===== src/rtl/i2cs_pkg.sv =====
package i2cs_pkg;

    typedef enum logic [2:0] {
        ST_IDLE,
        ST_ADDR,
        ST_ADDR_ACK,
        ST_RX,
        ST_RX_ACK,
        ST_TX_LOAD,
        ST_TX,
        ST_TX_ACK
    } slv_state_e;

    typedef struct packed {
        slv_state_e  state;
        logic [3:0]  cnt;
        logic [7:0]  shreg;
        logic        dir_rd;
        logic        master_ack;
        logic        sda_out;
        logic        rd;
        logic        wr;
        logic [7:0]  rx;
    } slv_regs_t;

endpackage


===== src/rtl/i2cs_line_filter.sv =====
module i2cs_line_filter #(
    parameter int FILT_LEN = 4
) (
    input  logic clk,
    input  logic rst_n,
    input  logic raw,
    output logic level
);
    localparam int CW = $clog2(FILT_LEN + 1);

    typedef struct packed {
        logic [1:0]    sync;
        logic [CW-1:0] cnt;
        logic          level;
    } filt_regs_t;

    filt_regs_t r_q, r_d;

    always_comb begin
        r_d = r_q;
        r_d.sync = {r_q.sync[0], raw};
        if (r_q.sync[1] == r_q.level) begin
            r_d.cnt = '0;
        end else if (r_q.cnt == CW'(FILT_LEN - 1)) begin
            r_d.level = r_q.sync[1];
            r_d.cnt   = '0;
        end else begin
            r_d.cnt = r_q.cnt + 1'b1;
        end
    end

    always_ff @(posedge clk or negedge rst_n) begin
        if (!rst_n) begin
            r_q <= '{sync: 2'b11, cnt: '0, level: 1'b1};
        end else begin
            r_q <= r_d;
        end
    end

    assign level = r_q.level;


    filt_follows_sync_chk: assert property (@(posedge clk) disable iff (!rst_n)
        (r_q.level != $past(r_q.level)) |-> (r_q.level == $past(r_q.sync[1])));

endmodule


===== src/rtl/i2cs_bus_events.sv =====
module i2cs_bus_events (
    input  logic clk,
    input  logic rst_n,
    input  logic scl_f,
    input  logic sda_f,
    output logic ev_rise,
    output logic ev_fall,
    output logic ev_start,
    output logic ev_stop
);
    typedef struct packed {
        logic scl;
        logic sda;
    } prev_regs_t;

    prev_regs_t p_q, p_d;

    always_comb begin
        p_d.scl = scl_f;
        p_d.sda = sda_f;
    end

    always_ff @(posedge clk or negedge rst_n) begin
        if (!rst_n) begin
            p_q <= '{scl: 1'b1, sda: 1'b1};
        end else begin
            p_q <= p_d;
        end
    end

    assign ev_rise  = scl_f & ~p_q.scl;
    assign ev_fall  = ~scl_f & p_q.scl;
    assign ev_start = scl_f & p_q.scl & p_q.sda & ~sda_f;
    assign ev_stop  = scl_f & p_q.scl & ~p_q.sda & sda_f;

endmodule


===== src/rtl/i2c_strobe_slave.sv =====
module i2c_strobe_slave #(
    parameter logic [6:0] SLAVE_ADDR = 7'h2C,
    parameter int         FILT_LEN   = 4
) (
    input  logic       clk,
    input  logic       rst_n,
    input  logic       scl_in,
    input  logic       sda_in,
    output logic       sda_out,
    output logic       rd_stb,
    output logic       wr_stb,
    output logic [7:0] rx_byte,
    input  logic [7:0] tx_byte
);
    import i2cs_pkg::*;

    localparam int NLINES = 2;
    localparam int SCL_IX = 1;
    localparam int SDA_IX = 0;

    logic [NLINES-1:0] line_raw;
    logic [NLINES-1:0] line_f;
    logic scl_f, sda_f;
    logic ev_rise, ev_fall, ev_start, ev_stop;

    assign line_raw = {scl_in, sda_in};

    for (genvar g = 0; g < NLINES; g++) begin : g_filt
        i2cs_line_filter #(.FILT_LEN(FILT_LEN)) u_filt (
            .clk   (clk),
            .rst_n (rst_n),
            .raw   (line_raw[g]),
            .level (line_f[g])
        );
    end

    assign scl_f = line_f[SCL_IX];
    assign sda_f = line_f[SDA_IX];

    i2cs_bus_events u_events (
        .clk      (clk),
        .rst_n    (rst_n),
        .scl_f    (scl_f),
        .sda_f    (sda_f),
        .ev_rise  (ev_rise),
        .ev_fall  (ev_fall),
        .ev_start (ev_start),
        .ev_stop  (ev_stop)
    );

    slv_regs_t r_q, r_d;

    always_comb begin
        r_d    = r_q;
        r_d.rd = 1'b0;
        r_d.wr = 1'b0;
        if (ev_start) begin
            r_d.state   = ST_ADDR;
            r_d.cnt     = '0;
            r_d.sda_out = 1'b1;
        end else if (ev_stop) begin
            r_d.state   = ST_IDLE;
            r_d.sda_out = 1'b1;
        end else begin
            unique case (r_q.state)
                ST_IDLE: ;
                ST_ADDR, ST_RX: begin
                    if (ev_rise && r_q.cnt < 4'd8) begin
                        r_d.shreg = {r_q.shreg[6:0], sda_f};
                        r_d.cnt   = r_q.cnt + 4'd1;
                    end else if (ev_fall && r_q.cnt == 4'd8) begin
                        if (r_q.state == ST_RX) begin
                            r_d.wr      = 1'b1;
                            r_d.rx      = r_q.shreg;
                            r_d.sda_out = 1'b0;
                            r_d.state   = ST_RX_ACK;
                        end else if (r_q.shreg[7:1] == SLAVE_ADDR) begin
                            r_d.dir_rd  = r_q.shreg[0];
                            r_d.sda_out = 1'b0;
                            r_d.state   = ST_ADDR_ACK;
                        end else begin
                            r_d.state = ST_IDLE;
                        end
                    end
                end
                ST_ADDR_ACK: begin
                    if (ev_fall) begin
                        if (r_q.dir_rd) begin
                            r_d.rd    = 1'b1;
                            r_d.state = ST_TX_LOAD;
                        end else begin
                            r_d.sda_out = 1'b1;
                            r_d.cnt     = '0;
                            r_d.state   = ST_RX;
                        end
                    end
                end
                ST_RX_ACK: begin
                    if (ev_fall) begin
                        r_d.sda_out = 1'b1;
                        r_d.cnt     = '0;
                        r_d.state   = ST_RX;
                    end
                end
                ST_TX_LOAD: begin
                    r_d.shreg   = tx_byte;
                    r_d.sda_out = tx_byte[7];
                    r_d.cnt     = '0;
                    r_d.state   = ST_TX;
                end
                ST_TX: begin
                    if (ev_fall) begin
                        if (r_q.cnt == 4'd7) begin
                            r_d.sda_out = 1'b1;
                            r_d.state   = ST_TX_ACK;
                        end else begin
                            r_d.sda_out = r_q.shreg[6];
                            r_d.shreg   = {r_q.shreg[6:0], 1'b0};
                            r_d.cnt     = r_q.cnt + 4'd1;
                        end
                    end
                end
                ST_TX_ACK: begin
                    if (ev_rise) begin
                        r_d.master_ack = ~sda_f;
                    end else if (ev_fall) begin
                        if (r_q.master_ack) begin
                            r_d.rd    = 1'b1;
                            r_d.state = ST_TX_LOAD;
                        end else begin
                            r_d.state = ST_IDLE;
                        end
                    end
                end
                default: r_d.state = ST_IDLE;
            endcase
        end
    end

    always_ff @(posedge clk or negedge rst_n) begin
        if (!rst_n) begin
            r_q <= '{state: ST_IDLE, cnt: '0, shreg: '0, dir_rd: 1'b0,
                     master_ack: 1'b0, sda_out: 1'b1, rd: 1'b0, wr: 1'b0,
                     rx: '0};
        end else begin
            r_q <= r_d;
        end
    end

    assign sda_out = r_q.sda_out;
    assign rd_stb  = r_q.rd;
    assign wr_stb  = r_q.wr;
    assign rx_byte = r_q.rx;


    wr_pulse_chk: assert property (@(posedge clk) disable iff (!rst_n)
        wr_stb |=> !wr_stb);


    rd_pulse_chk: assert property (@(posedge clk) disable iff (!rst_n)
        rd_stb |=> !rd_stb);


    sda_low_phase_chk: assert property (@(posedge clk) disable iff (!rst_n)
        (sda_out != $past(sda_out)) |-> !$past(scl_f));


    idle_release_chk: assert property (@(posedge clk) disable iff (!rst_n)
        (r_q.state == ST_IDLE) |-> sda_out);


    addr_no_strobe_chk: assert property (@(posedge clk) disable iff (!rst_n)
        (r_q.state == ST_ADDR_ACK && $past(r_q.state) == ST_ADDR) |-> (!wr_stb && !rd_stb));

endmodule


===== config.mk =====
export PLATFORM = sky130hd
export DESIGN_NAME = i2c_strobe_slave
export DESIGN_NICKNAME = d
export VERILOG_FILES = /design/src/rtl/i2cs_pkg.sv /design/src/rtl/i2cs_line_filter.sv /design/src/rtl/i2cs_bus_events.sv /design/src/rtl/i2c_strobe_slave.sv
export SDC_FILE = /design/constraint.sdc
export NUM_CORES = 1
export LEC_CHECK = 0
export BUFFER_PORTS_ARGS = -buffer_cell sky130_fd_sc_hd__buf_2
export CAP_MARGIN = 15
export CORE_ASPECT_RATIO = 1.25
export CORE_MARGIN = 4
export CORE_UTILIZATION = 58
export CTS_CLUSTER_SIZE = 16
export DETAILED_ROUTE_END_ITERATION = 8
export MAX_ROUTING_LAYER = met4
export PLACE_DENSITY = 0.8
export SYNTH_ARGS = -nofsm -noshare
export SYNTH_HDL_FRONTEND = slang
export SYNTH_HIERARCHICAL = 1
export SYNTH_SLANG_ARGS = --single-unit

===== constraint.sdc =====
create_clock -name clk -period 3 [get_ports clk]
set_clock_uncertainty 0.2 [all_clocks]
set_input_delay 0.6 -clock clk [delete_from_list [all_inputs] [get_ports clk]]
set_output_delay 0.6 -clock clk [all_outputs]
set_load 0.01 [all_outputs]

-- Yosys cells after proc, flatten, opt, wreduce, memory -nomap -nowiden
Cells that the tools add are included.
Widths: inputs -> output; s select.
- eq/ne operators: 34
- multiplexer cells: 55
- add/sub/neg operators: 3
- magnitude comparators: 1
- reductions and logical operators: 16
- bitwise logic cells: 17
- operator list (operator ; count):
    $mux 3 ; 13
    $mux 9 ; 4
    $ne 4x4->1 const B ; 9
    $mux 12 ; 2
    $pmux 8 s3 ; 1
    $mux 1 ; 21
    $mux 7 ; 3
    $mux 10 ; 2
    $pmux 4 s5 ; 1
    $ne 3x3->1 const B ; 6
    $pmux 3 s6 ; 1
    $reduce_and 8->1 ; 2
    $mux 15 ; 1
    $mux 14 ; 1
    $eq 3x2->1 const B ; 4
    $eq 3x3->1 const B ; 4
    $reduce_and 6->1 ; 2
    $not 1->1 ; 10
    $reduce_and 9->1 ; 1
    $ne 2x2->1 const B ; 4
    $reduce_bool 8->1 ; 1
    $and 1x1->1 ; 7
    $eq 7x6->1 const B ; 1
    $reduce_and 7->1 ; 1
    other kinds (19) ; 24
- word-level logic and storage cells: 143
- register bits: 42
- input bits: 12

-- Depth between registers and ports, before layout
Gate-level depths: netlist (run 1).
- depth in word-level cells: 8
- gate-level depth with buffers: 7
- mapped depth without buffers: 7

-- Cells and area by module
Netlist (run 1), hierarchy kept.
- modules (own cells, without submodules) (module ; cells each ; sequential area each (um2) ; area an instance (um2) ; instances):
    i2c_strobe_slave ; 179 ; 701.9 ; 1784.2 ; 1
    i2cs_line_filter ; 13 ; 153.9 ; 220.2 ; 2
    i2cs_bus_events ; 6 ; 52.6 ; 85.1 ; 1

-- Least setup slack after synthesis (run 1)
Ideal clock, no wire load.
- kind: register -> register
- start: reg g_filt[0].u_filt.r_q (netlist bit g_filt[0].u_filt/level)
- end: reg r_q (netlist bit rx_byte[0])
- data required time: 2.675 ns
- data arrival time: 1.961 ns
- setup time: 0.125 ns
- setup slack: 0.714 ns
- path buffers: 1
- stages on the path, launching flop included: 6
- cells stage by stage: dfstp_2 -> and4b_1 -> or2_1 -> buf_6 -> nor4_4 -> mux2_2
- word-level cells in the longest chain between the ends: 4
- RTL lines (item ; RTL line ; text):
    start, declared ; i2cs_line_filter.sv:17 ; filt_regs_t r_q, r_d;
    start signal, assigned ; i2cs_line_filter.sv:34 ; r_q <= '{sync: 2'b11, cnt: '0, level: 1'b1};
    start signal, assigned ; i2cs_line_filter.sv:36 ; r_q <= r_d;
    $not 1->1 ; i2cs_bus_events.sv:33 ; assign ev_start = scl_f & p_q.scl & p_q.sda & ~sda_f;
    $and 1x1->1 ; i2cs_bus_events.sv:33 ;
    named net ev_start ; i2c_strobe_slave.sv:24 ; logic ev_rise, ev_fall, ev_start, ev_stop;
    $not 1->1 (no source line) ; - ;
    $reduce_and 6->1 (no source line) ; - ;
    end signal, assigned ; i2c_strobe_slave.sv:142 ; r_q <= '{state: ST_IDLE, cnt: '0, shreg: '0, dir_rd: 1'b0,
    end signal, assigned ; i2c_strobe_slave.sv:146 ; r_q <= r_d;
    end, declared ; i2c_strobe_slave.sv:51 ; slv_regs_t r_q, r_d;
The timed path passes the listed nets, and every way through them passes these cells.
A chain may end at the register's enable or synchronous reset.

-- Worst setup path after layout (run 1)
- start: reg g_filt[0].u_filt.r_q (netlist bit g_filt[0].u_filt/level)
- end: reg r_q (netlist bit rx_byte[7])
Same word-level chain as after synthesis.

==> results of run 1 <==
==> state kept, by name (all words and copies together) (netlist names) <==
name,count
rd_stb,1
g_filt.u_filt/r_q,8
r_q,17
sda_out,1
wr_stb,1
g_filt.u_filt/level,2
rx_byte,8
u_events/p_q,2
g_filt.u_filt/r_d,2
==> metrics by stage <==
step	util (%)	hold slack, ns
finish	65.0	0.158
global route	65.0	0.167
CTS	65.0	0.161
detailed placement	61.3	0.149
global placement	61.3	0.146
floorplan	-	0.104
==> cells in the mapped netlist, types with 2 or more instances <==
library cell and n:
mux2_2 11, o211ai_1 2, dfrtp_1 33, nand2_1 20, and2b_1 2, xnor2_1 2
buf_6 4, ha_1 4, nand3b_1 4, inv_1 5, o21ai_0 15, nor2_1 6
mux2i_1 6, nor3_1 6, and2b_2 3, o31ai_1 3, nand3_1 5, nor3b_1 7
nand2b_1 4, nor2b_4 2, a211o_1 3, a21oi_1 5, dfstp_2 9, clkbuf_8 3
nor2b_1 6, buf_4 9, and4b_1 3, a211oi_1 2, nand4b_1 2
==> kinds of logic (layout without fill, tap and decap cells) <==
kind of cell | after synthesis | after routing | share of synthesized area, %
DFF | 42 | 42 | 46.0
xor gates and xnor gates | 2 | 2 | 0.759
and+or+nand+nor | 77 | 77 | 20.9
muxes | 17 | 17 | 7.96
buffers and inverters | 23 | 37 | 7.85
AOI/OAI and AO/OA | 46 | 46 | 14.4
adders and majority gates | 4 | 4 | 2.17
==> layout by cell type (no fill, tap or decap), types with 2 or more instances in the layout <==
| cell type | count |
|---|---|
| a211o_1 | 3 |
| a211oi_1 | 2 |
| a21oi_1 | 5 |
| and2b_1 | 2 |
| and2b_2 | 3 |
| and4b_1 | 3 |
| buf_2 | 22 |
| buf_4 | 2 |
| bufinv_16 | 2 |
| clkbuf_8 | 6 |
| dfrtp_1 | 33 |
| dfstp_2 | 9 |
| ha_1 | 4 |
| inv_1 | 5 |
| mux2_2 | 11 |
| mux2i_1 | 6 |
| nand2_1 | 20 |
| nand2b_1 | 4 |
| nand3_1 | 5 |
| nand3b_1 | 4 |
| nand4b_1 | 2 |
| nor2_1 | 6 |
| nor2b_1 | 6 |
| nor2b_4 | 2 |
| nor3_1 | 6 |
| nor3b_1 | 7 |
| o211ai_1 | 2 |
| o21ai_0 | 15 |
| o31ai_1 | 3 |
| xnor2_1 | 2 |
==> where the power goes <==
group	switching, W	total [W]	leakage [nW]	internal (W)
logic	0.000214	0.000407	0.596	0.000192
clock network	0.000191	0.000546	0.0714	0.000355
registers	0.000137	0.000844	0.514	0.000706
total	0.000543	0.00180	1.18	0.00125
==> worst min-delay path by stage <==
| stage | to | cells past startpoint |
|---|---|---|
| 6_report | g_filt[1].u_filt/r_q[5] | 0 |
| 3_5_place_dp | g_filt[1].u_filt/r_q[5] | 0 |
| 2_1_floorplan | g_filt[0].u_filt/r_q[1] | 0 |
| 3_3_place_gp | g_filt[1].u_filt/r_q[5] | 0 |
| 5_1_grt | g_filt[1].u_filt/r_q[5] | 0 |
| 4_1_cts | g_filt[1].u_filt/r_q[5] | 0 |
==> per-layer routing <==
| layer | track usage (%) | share of wire (%) | up-vias |
|---|---|---|---|
| li1 | - | - | 777 |
| met1 | 24.1 | 44 | 798 |
| met2 | 32.1 | 50 | 43 |
| met3 | 3.43 | 4.2 | 9 |
| met4 | 8.88 | 2.1 | 0 |
| met5 | - | 0 | - |
==> worst register-to-register path: stages, from the launching register on <==
cell and delay, ns:
dfstp_2 0.61, and4b_1 0.27, or2_1 0.37, nor4_4 0.58
mux2_2 0.41
==> area by class of cell <==
class	count	area, um^2
multi-input combinational	146	1070
clock buffer	6	82.6
inverter	5	18.8
sequential	42	1060
fill	313	1330
timing repair buffer	24	125
tap	54	67.6
clock inverter	2	60.1
==> metrics.cfg, run 1 <==
[sta]
worst_pin_slew_ns=0.895
totalNegativeSetupSlack_ns=0
rsz0062_at_grt=false
hold_violations=0
drv_slew=0
setup_viol=0
slew_headroom_pct=40.3
fmax_mhz=393
period_needed_ns=2.54
finalWorstSetupSlack_ns=0.456
post-route-period-util_pct=84.8

[finish]
n_antenna_cell=0
fin_area_um2=2480
syn_to_final_growth_pct=7.48
final_nets=240
instances_no_fill=279
drive_above_1_share_pct=28.0

[floorplanning]
die-area_um2=5060
rows=25
ios=23
die_w_um=64.4
die-height_um=78.6
initial_core_util_pct=60.5
core_um2=3820

[cts]
cts_root_buffer=clkbuf_8
cts_resized=0
ctsLongestPathBuffers=2
cts-htree-levels=2
hold_buffers=0
cts_tree=built
clkTransAtPathRegs_ns=0.08
postCtsSetupRepairBufs=0
clock_latency_ns=0.29
numCtsBuffers=5
cts_sinks=42

[drt]
drtAntennaViolNets=0
viasPerCell=5.83
wl_mm=4.34
via_count=1627
dr.pass1.iters=4
drt_iter0_drc=162
wl_per_cell_um=15.6
drcViolationCount=0

[setup_path]
crit_path_end=rx_byte[7]
r2r-start=g_filt[0].u_filt/level
timing.rr.end=rx_byte[7]
cp_max_fo=9
worstRegToRegCells=4
critPathLaunchType=flip-flop
cp_num_buf_inv=0
slowest_delay_ns=0.61
reg2reg_slack_ns=0.46
crit_family=simple AND/OR/NAND/NOR gates
cpMaxStageDelayCell=dfstp_2
path_class=flip-flop to flip-flop
crit_arrival_ns=2.52
cp-end-kind=flip-flop
crit_start=g_filt[0].u_filt/level
crit_chain=and4b_1 > or2_1 > nor4_4 > mux2_2
cp.depth=4
critPathRequiredTime_ns=2.98

[logic_synthesis]
yosysTopAreaCell=dfrtp_1
syn_avg_cell_area_um2=10.9
synth-seq-cells=42
synthTopCellsByArea=dfrtp_1 36%, dfstp_2 10%, mux2_2 5.4%, nand2_1 3.3%, o21ai_0 3.3%
ys_seq_area_share_pct=46.0
yosysWarnings=6
synth_edf_count=0
syn-cell-area_um2=2310
syn-num-nets=227
synth_top_cell_area_share_pct=35.8
async_reset_ff_share_pct=100
synth_cell_types=54
synth_ff_type=dfrtp_1
syn_inst=211

[outcome]
outcome=complete, no violations

[min_path]
hp-start=g_filt[1].u_filt/r_d[5]
min_path_type=flip-flop to flip-flop

[grt]
antenna_found_initial=0
grt_max_degree=43
grt_pass1_wl_mm=7.68
grt_pass1_vias=1659
grt_overflow_total=0
track_usage_pct=19.8

[placed_design]
place_ws_ns=0.462
gp_congestion=0.884
post_dp_cell_area_um2=2340
numPlacedInstances=271
portBuffers=22
hpwl_mm=3.08

[run]
max-cap-violations=0

[power]
power.total_w=0.00180
peakVddDrop_v=0.000493
leakage_nw=1.18
powerDensity_nw_per_um2=724

No activity file was read; power rests on OpenSTA's default activity.
==> inputs of run 2 (changes only) <==
--- a/config.mk
+++ b/config.mk
@@ -5,11 +5,12 @@
 export SDC_FILE = /design/constraint.sdc
 export NUM_CORES = 1
 export LEC_CHECK = 0
+export ABC_AREA = 1
 export BUFFER_PORTS_ARGS = -buffer_cell sky130_fd_sc_hd__buf_2
 export CAP_MARGIN = 15
 export CORE_ASPECT_RATIO = 1.25
 export CORE_MARGIN = 4
-export CORE_UTILIZATION = 58
+export CORE_UTILIZATION = 59
 export CTS_CLUSTER_SIZE = 16
 export DETAILED_ROUTE_END_ITERATION = 8
 export MAX_ROUTING_LAYER = met4
==> constraint.sdc (replaced) <==
create_clock -name clk -period 2.35 [get_ports clk]
set_clock_uncertainty 0.2 [all_clocks]
set_input_delay 0.47 -clock clk [delete_from_list [all_inputs] [get_ports clk]]
set_output_delay 0.47 -clock clk [all_outputs]
set_load 0.01 [all_outputs]
==> run 2 against run 1 <==
Effect of this change:
- die area up 3.3%
- critical endpoint is now r_q[12]
- non-clock buffer count up 3
- clock power is 5.3% higher
- via count is 26% higher
- sequential share of layout area decreased by 2.8 points
- sequential power is 28% higher
- synthesized area rose by 5.5%
- combinational power is 100% higher
- utilization up 3.5 points
- worst setup slack lost 0.20 ns
- synthesized cell count increased by 52%
- cell count grew 42%
==> metrics.cfg, run 2 <==
[floorplanning]
rows=25
die_w_um=65.5
ios=23
die-area_um2=5230
core_um2=3880
die-height_um=79.8
initial_core_util_pct=62.8

[logic_synthesis]
syn_avg_cell_area_um2=7.59
async_reset_ff_share_pct=100
synth_cell_types=29
yosys-top-cells-count=83 x nand2_1, 42 x inv_1, 37 x nor2_1, 33 x dfrtp_1, 21 x nand3_1
synth_ff_type=dfrtp_1
synth_top_cell_area_share_pct=33.9
syn_inst=321
yosysWarnings=6
synth-seq-cells=42
synthTopCellsByArea=dfrtp_1 34%, nand2_1 13%, dfstp_2 9.7%, inv_1 6.5%, nor2_1 5.7%
yosysMostFrequentCell=nand2_1
yosysTopAreaCell=dfrtp_1
ys_seq_area_share_pct=43.6
syn-num-nets=337
syn-cell-area_um2=2440
synth_edf_count=0

[finish]
fin_area_um2=2660
register_area_um2=1060
final_nets=356
layout_common_cells=83 x nand2_1, 42 x inv_1, 33 x nor2_1, 33 x dfrtp_1, 22 x buf_2
multi_input_area_um2=1090
drive_above_1_share_pct=23.5
largest_register_ffs=17
layout_commonest_cell=nand2_1
largest-register=r_q
fillers=346
syn_to_final_growth_pct=9.14
n_antenna_cell=0

[power]
p_comb_share_pct=33.1
leakage_nw=1.39
intPower_w=0.00154
pwr-share-clk_pct=23.2
peakVddDrop_v=0.000511
netSwitchingFraction_pct=37.7
power.switching_w=0.000934
power_frac_seq_pct=43.7
powerDensity_nw_per_um2=932

[setup_path]
critPathLaunchType=flip-flop
path_common_cell=nand2_1
timing.rr.end=r_q[12]
cp.depth=9
worstRegToRegCells=9
cpMaxStageDelayCell=dfstp_2
reg2reg_slack_ns=0.25
cp_max_fo=11
slowest_delay_ns=0.60
crit_arrival_ns=2.09
path_class=flip-flop to flip-flop
cp-end-kind=flip-flop
cp_num_buf_inv=2
crit_chain=inv_1 > nand2_1 > nor2_2 > nor2_2 > nand2_1 > nor3_1 > nand2_1 > o21ai_0 > inv_1
r2r-start=g_filt[0].u_filt/level
crit_family=simple AND/OR/NAND/NOR gates
critPathRequiredTime_ns=2.34

[grt]
antenna_found_initial=0
grt_max_degree=43
grt_pass1_wl_mm=8.74
track_usage_pct=22.0
grt_overflow_total=0
grt_pass1_vias=2056

[sta]
hold_violations=0
worst_pin_slew_ns=0.515
drv_slew=0
slew_headroom_pct=65.7
setup_viol=0
finalWorstSetupSlack_ns=0.254
totalNegativeSetupSlack_ns=0
post-route-period-util_pct=89.2
rsz0062_at_grt=false
period_needed_ns=2.10
fmax_mhz=477

[drt]
wl_per_cell_um=12.2
drcViolationCount=0
via_count=2057
drt_iter0_drc=140
viasPerCell=5.21
wl_mm=4.82
dr.pass1.iters=5
drtAntennaViolNets=0

[cts]
hold_buffers=0
cts_tree=built
clock_latency_ns=0.29
ctsLongestPathBuffers=2
clkTransAtPathRegs_ns=0.08
numCtsBuffers=5
cts-htree-levels=2
cts_sinks=42
cts_root_buffer=clkbuf_8

[placed_design]
portBuffers=22
hpwl_mm=3.48
post_dp_cell_area_um2=2540
gp_congestion=0.904
place_ws_ns=0.117

[run]
max-cap-violations=0

[min_path]
min_path_type=input pin to asynchronous set/reset pin

[outcome]
outcome=complete, no violations

run 2: cell count changes in the layout (fill, tap and decap cells not counted), sizes merged, moves of 5 or more:
cell | before | now
nand2 | 20 | 92
inv | 5 | 47
nor2 | 6 | 41
nand3 | 5 | 26
o21ai | 16 | 29
mux2 | 11 | 0
nand4 | 0 | 10
nor2b | 8 | 0
nor3b | 7 | 0
mux2i | 6 | 0
and2b | 5 | 0
run 2: through the flow:
| step | cells | hold slack [ns] | util [%] | power (W) |
|---|---|---|---|---|
| after floorplan | 321 | -0.0256 | - | 0.00171 |
| after global placement | 387 | 0.146 | 65.4 | 0.00186 |
| after detailed placement | 387 | 0.148 | 65.4 | 0.00190 |
| after CTS | 395 | 0.0403 | 68.3 | 0.00249 |
| after global routing | 395 | 0.0483 | 68.5 | 0.00269 |
| final | 395 | 0.0277 | 68.5 | 0.00248 |
run 2: power by group through the flow:
stage / sequential [W] / combinational [W] / clock [W]
after floorplan: 0.00104 / 0.000668 / 0
after global placement: 0.00108 / 0.000781 / 0
after detailed placement: 0.00109 / 0.000809 / 0
after CTS: 0.00108 / 0.000820 / 0.000592
after global routing: 0.00111 / 0.000952 / 0.000630
final: 0.00108 / 0.000820 / 0.000575
run 2: timing repair:
action	4_1_cts	5_1_grt
gates resized for setup	0	4
endpoints found under the setup margin	0	17
setup buffers	0	0
run 2: final cells by class:
cell class / instances / area share, %
clock buffer: 5 / 2.59
tap: 54 / 2.54
inverter: 46 / 6.59
timing repair buffer: 27 / 5.55
sequential: 42 / 40.0
clock inverter: 3 / 1.65
multi-input combinational: 218 / 41.1
run 2: worst register-to-register path, cell delays in order (launching register included):
cell	delay (ns)
dfstp_2	0.60
inv_1	0.05
nand2_1	0.06
nor2_2	0.05
nor2_2	0.36
nand2_1	0.16
nor3_1	0.31
nand2_1	0.08
o21ai_0	0.08
inv_1	0.05
run 2: cell families after synthesis:
family | after synthesis | synth area share (%)
XOR/XNOR | 1 | 0.360
AND/OR/NAND/NOR | 173 | 32.1
flip-flops | 42 | 43.6
AO/OA/AOI/OAI | 40 | 9.96
buffers and inverters | 61 | 11.9
adder cells (fa/ha/maj) | 4 | 2.05
run 2: how the worst max path moves through the flow:
stage	from	end	slack [ns]
finish	g_filt[0].u_filt/level	r_q[12]	0.25
global route	g_filt[1].u_filt/level	r_q[27]	0.03
CTS	g_filt[0].u_filt/level	r_q[12]	0.1
detailed placement	g_filt[0].u_filt/level	r_q[12]	0.12
global placement	g_filt[0].u_filt/level	r_q[12]	0.14
floorplan	g_filt[1].u_filt/level	r_q[27]	0.39
run 2: metal layers:
| layer | vias up | wire, um | share of wire [%] | GRT usage (%) |
|---|---|---|---|---|
| met1 | 950 | 1970 | 41 | 24.6 |
| met3 | 10 | 271 | 5.6 | 5.21 |
| met4 | 0 | 91 | 1.9 | 7.26 |
| li1 | 1037 | - | - | - |
| met5 | - | 0 | 0 | - |
| met2 | 60 | 2480 | 51 | 38.2 |
==> inputs of run 3 (changes only) <==
--- a/config.mk
+++ b/config.mk
@@ -5,12 +5,11 @@
 export SDC_FILE = /design/constraint.sdc
 export NUM_CORES = 1
 export LEC_CHECK = 0
-export ABC_AREA = 1
 export BUFFER_PORTS_ARGS = -buffer_cell sky130_fd_sc_hd__buf_2
 export CAP_MARGIN = 15
 export CORE_ASPECT_RATIO = 1.25
 export CORE_MARGIN = 4
-export CORE_UTILIZATION = 59
+export CORE_UTILIZATION = 58
 export CTS_CLUSTER_SIZE = 16
 export DETAILED_ROUTE_END_ITERATION = 8
 export MAX_ROUTING_LAYER = met4
==> run 3 against run 2 <==
Effect of this change:
- die area down 3.2%
- sequential share of layout area up 2.1 points
- design area down 5.0%
- clock-buffer cell count up 1
- maximum frequency down 5.9%
- utilization down 2.4 points
- combinational power down 30%
- sequential power about the same
- worst hold slack better by 0.041 ns
- critical endpoint is now r_q[25]
==> metrics.cfg, run 3 (synthesis results as in run 1) <==
[drt]
drcViolationCount=0
drt_iter0_drc=123
drtAntennaViolNets=0
wl_per_cell_um=15.0
via_count=1660
viasPerCell=5.74
wl_mm=4.33
dr.pass1.iters=4

[cts]
clkTransAtPathRegs_ns=0.08
postCtsSetupRepairBufs=0
cts_root_buffer=clkbuf_8
cts_tree=built
numCtsBuffers=5
cts_sinks=42
cts-htree-levels=2
ctsLongestPathBuffers=2
clock_latency_ns=0.29

[sta]
finalWorstSetupSlack_ns=0.122
hold_violations=0
rsz0062_at_grt=false
fmax_mhz=449
post-route-period-util_pct=94.8
worst_pin_slew_ns=0.546
period_needed_ns=2.23
totalNegativeSetupSlack_ns=0
setup_viol=0
slew_headroom_pct=63.6
drv_slew=0

[grt]
grt_overflow_total=0
track_usage_pct=19.6
grt_pass1_wl_mm=7.58
grt_pass1_vias=1649
antenna_found_initial=0
grt_max_degree=23

[floorplanning]
die-area_um2=5060
die-height_um=78.6
die_w_um=64.4
ios=23
initial_core_util_pct=60.5
core_um2=3820
rows=25

[setup_path]
critPathLaunchType=flip-flop
reg2reg_slack_ns=0.12
slowest_delay_ns=0.55
cp-end-kind=flip-flop
worstRegToRegCells=6
path_class=flip-flop to flip-flop
cpMaxStageDelayCell=dfstp_2
crit_arrival_ns=2.26
crit_family=compound AO/OA/AOI/OAI gates
timing.rr.end=r_q[25]
critPathRequiredTime_ns=2.39
cp_num_buf_inv=0
r2r-start=u_events/p_q[1]
crit_chain=nor2b_1 > and4b_1 > nor2_1 > a311o_2 > o41ai_2 > a211o_1
cp_max_fo=4

[placed_design]
hpwl_mm=3.16
place_ws_ns=0.113
portBuffers=22
gp_congestion=0.885
post_dp_cell_area_um2=2410

[min_path]
hp-start=sda_in
min_to=g_filt[0].u_filt/r_d[5]
hold_depth=1
min_path_type=input pin to flip-flop

[power]
leakage_nw=1.22
powerDensity_nw_per_um2=839
peakVddDrop_v=0.000498

[run]
max-cap-violations=0

[outcome]
outcome=complete, no violations

[finish]
n_antenna_cell=0
final_nets=250
layout_common_cells=33 x dfrtp_1, 22 x buf_2, 20 x nand2_1, 15 x o21ai_0
utilization_pct=66.2
drive_above_1_share_pct=32.8
syn_to_final_growth_pct=9.37
largest-register=r_q
fin_area_um2=2530
layout_commonest_cell=dfrtp_1
largest_register_ffs=17

-- run 3: cell types whose count changed in the layout (fill, tap and decap cells not counted), sizes merged, moves of 7 or more --
cell and delta:
nand3 -21, nand4 -10, o21ai -13, nor2 -35
inv -42, nor3b +7, nand2 -72, mux2 +11
nor2b +8
-- run 3: stage by stage --
stage	hold WS, ns	total power [W]	cells
global route	0.0525	0.00228	289
floorplan	-0.0256	0.00148	211
CTS	0.0593	0.00213	289
global placement	0.119	0.00162	280
detailed placement	0.120	0.00164	280
finish	0.0690	0.00212	289
-- run 3: layout make-up --
type,count,area [um^2]
clock buffer,6,82.6
clock inverter,2,12.5
fill,314,1290
inverter,5,18.8
multi-input combinational,146,1080
sequential,42,1060
tap,54,67.6
timing repair buffer,34,203
-- run 3: worst max-delay path by stage --
stage                           startpoint         end  slack (ns)  cells past startpoint
floorplan           g_filt[0].u_filt/level  rx_byte[0]        0.06                      5
global placement    g_filt[0].u_filt/level     r_q[23]        0.12                      6
detailed placement  g_filt[0].u_filt/level     r_q[24]        0.11                      6
CTS                 g_filt[0].u_filt/level     r_q[24]        0.09                      6
global route        g_filt[0].u_filt/level  rx_byte[4]        0.01                      5
finish                     u_events/p_q[1]     r_q[25]        0.12                      6
-- run 3: worst register-to-register path, stage by stage (launching register included) --
cell and delay [ns]:
dfstp_2 0.55, nor2b_1 0.21, and4b_1 0.28, nor2_1 0.08, a311o_2 0.40, o41ai_2 0.33, a211o_1 0.14
-- run 3: what timing repair did --
item	CTS	global route
gates resized for setup	0	5
hold endpoints to repair	6	0
setup endpoints to repair	0	11
hold buffers	1	0
-- run 3: where the power goes --
| part | internal [W] | total (W) | switching, W |
|---|---|---|---|
| Combinational | 0.000281 | 0.000570 | 0.000289 |
| Sequential | 0.000902 | 0.00107 | 0.000169 |
| Clock | 0.000236 | 0.000479 | 0.000243 |
-- run 3: routing by layer --
layer	up-vias	track usage (%)	routed length, um
met5	-	-	0
met4	0	6.98	86
met3	11	3.43	210
met2	46	31.9	2170
met1	804	24.7	1860
li1	799	-	-
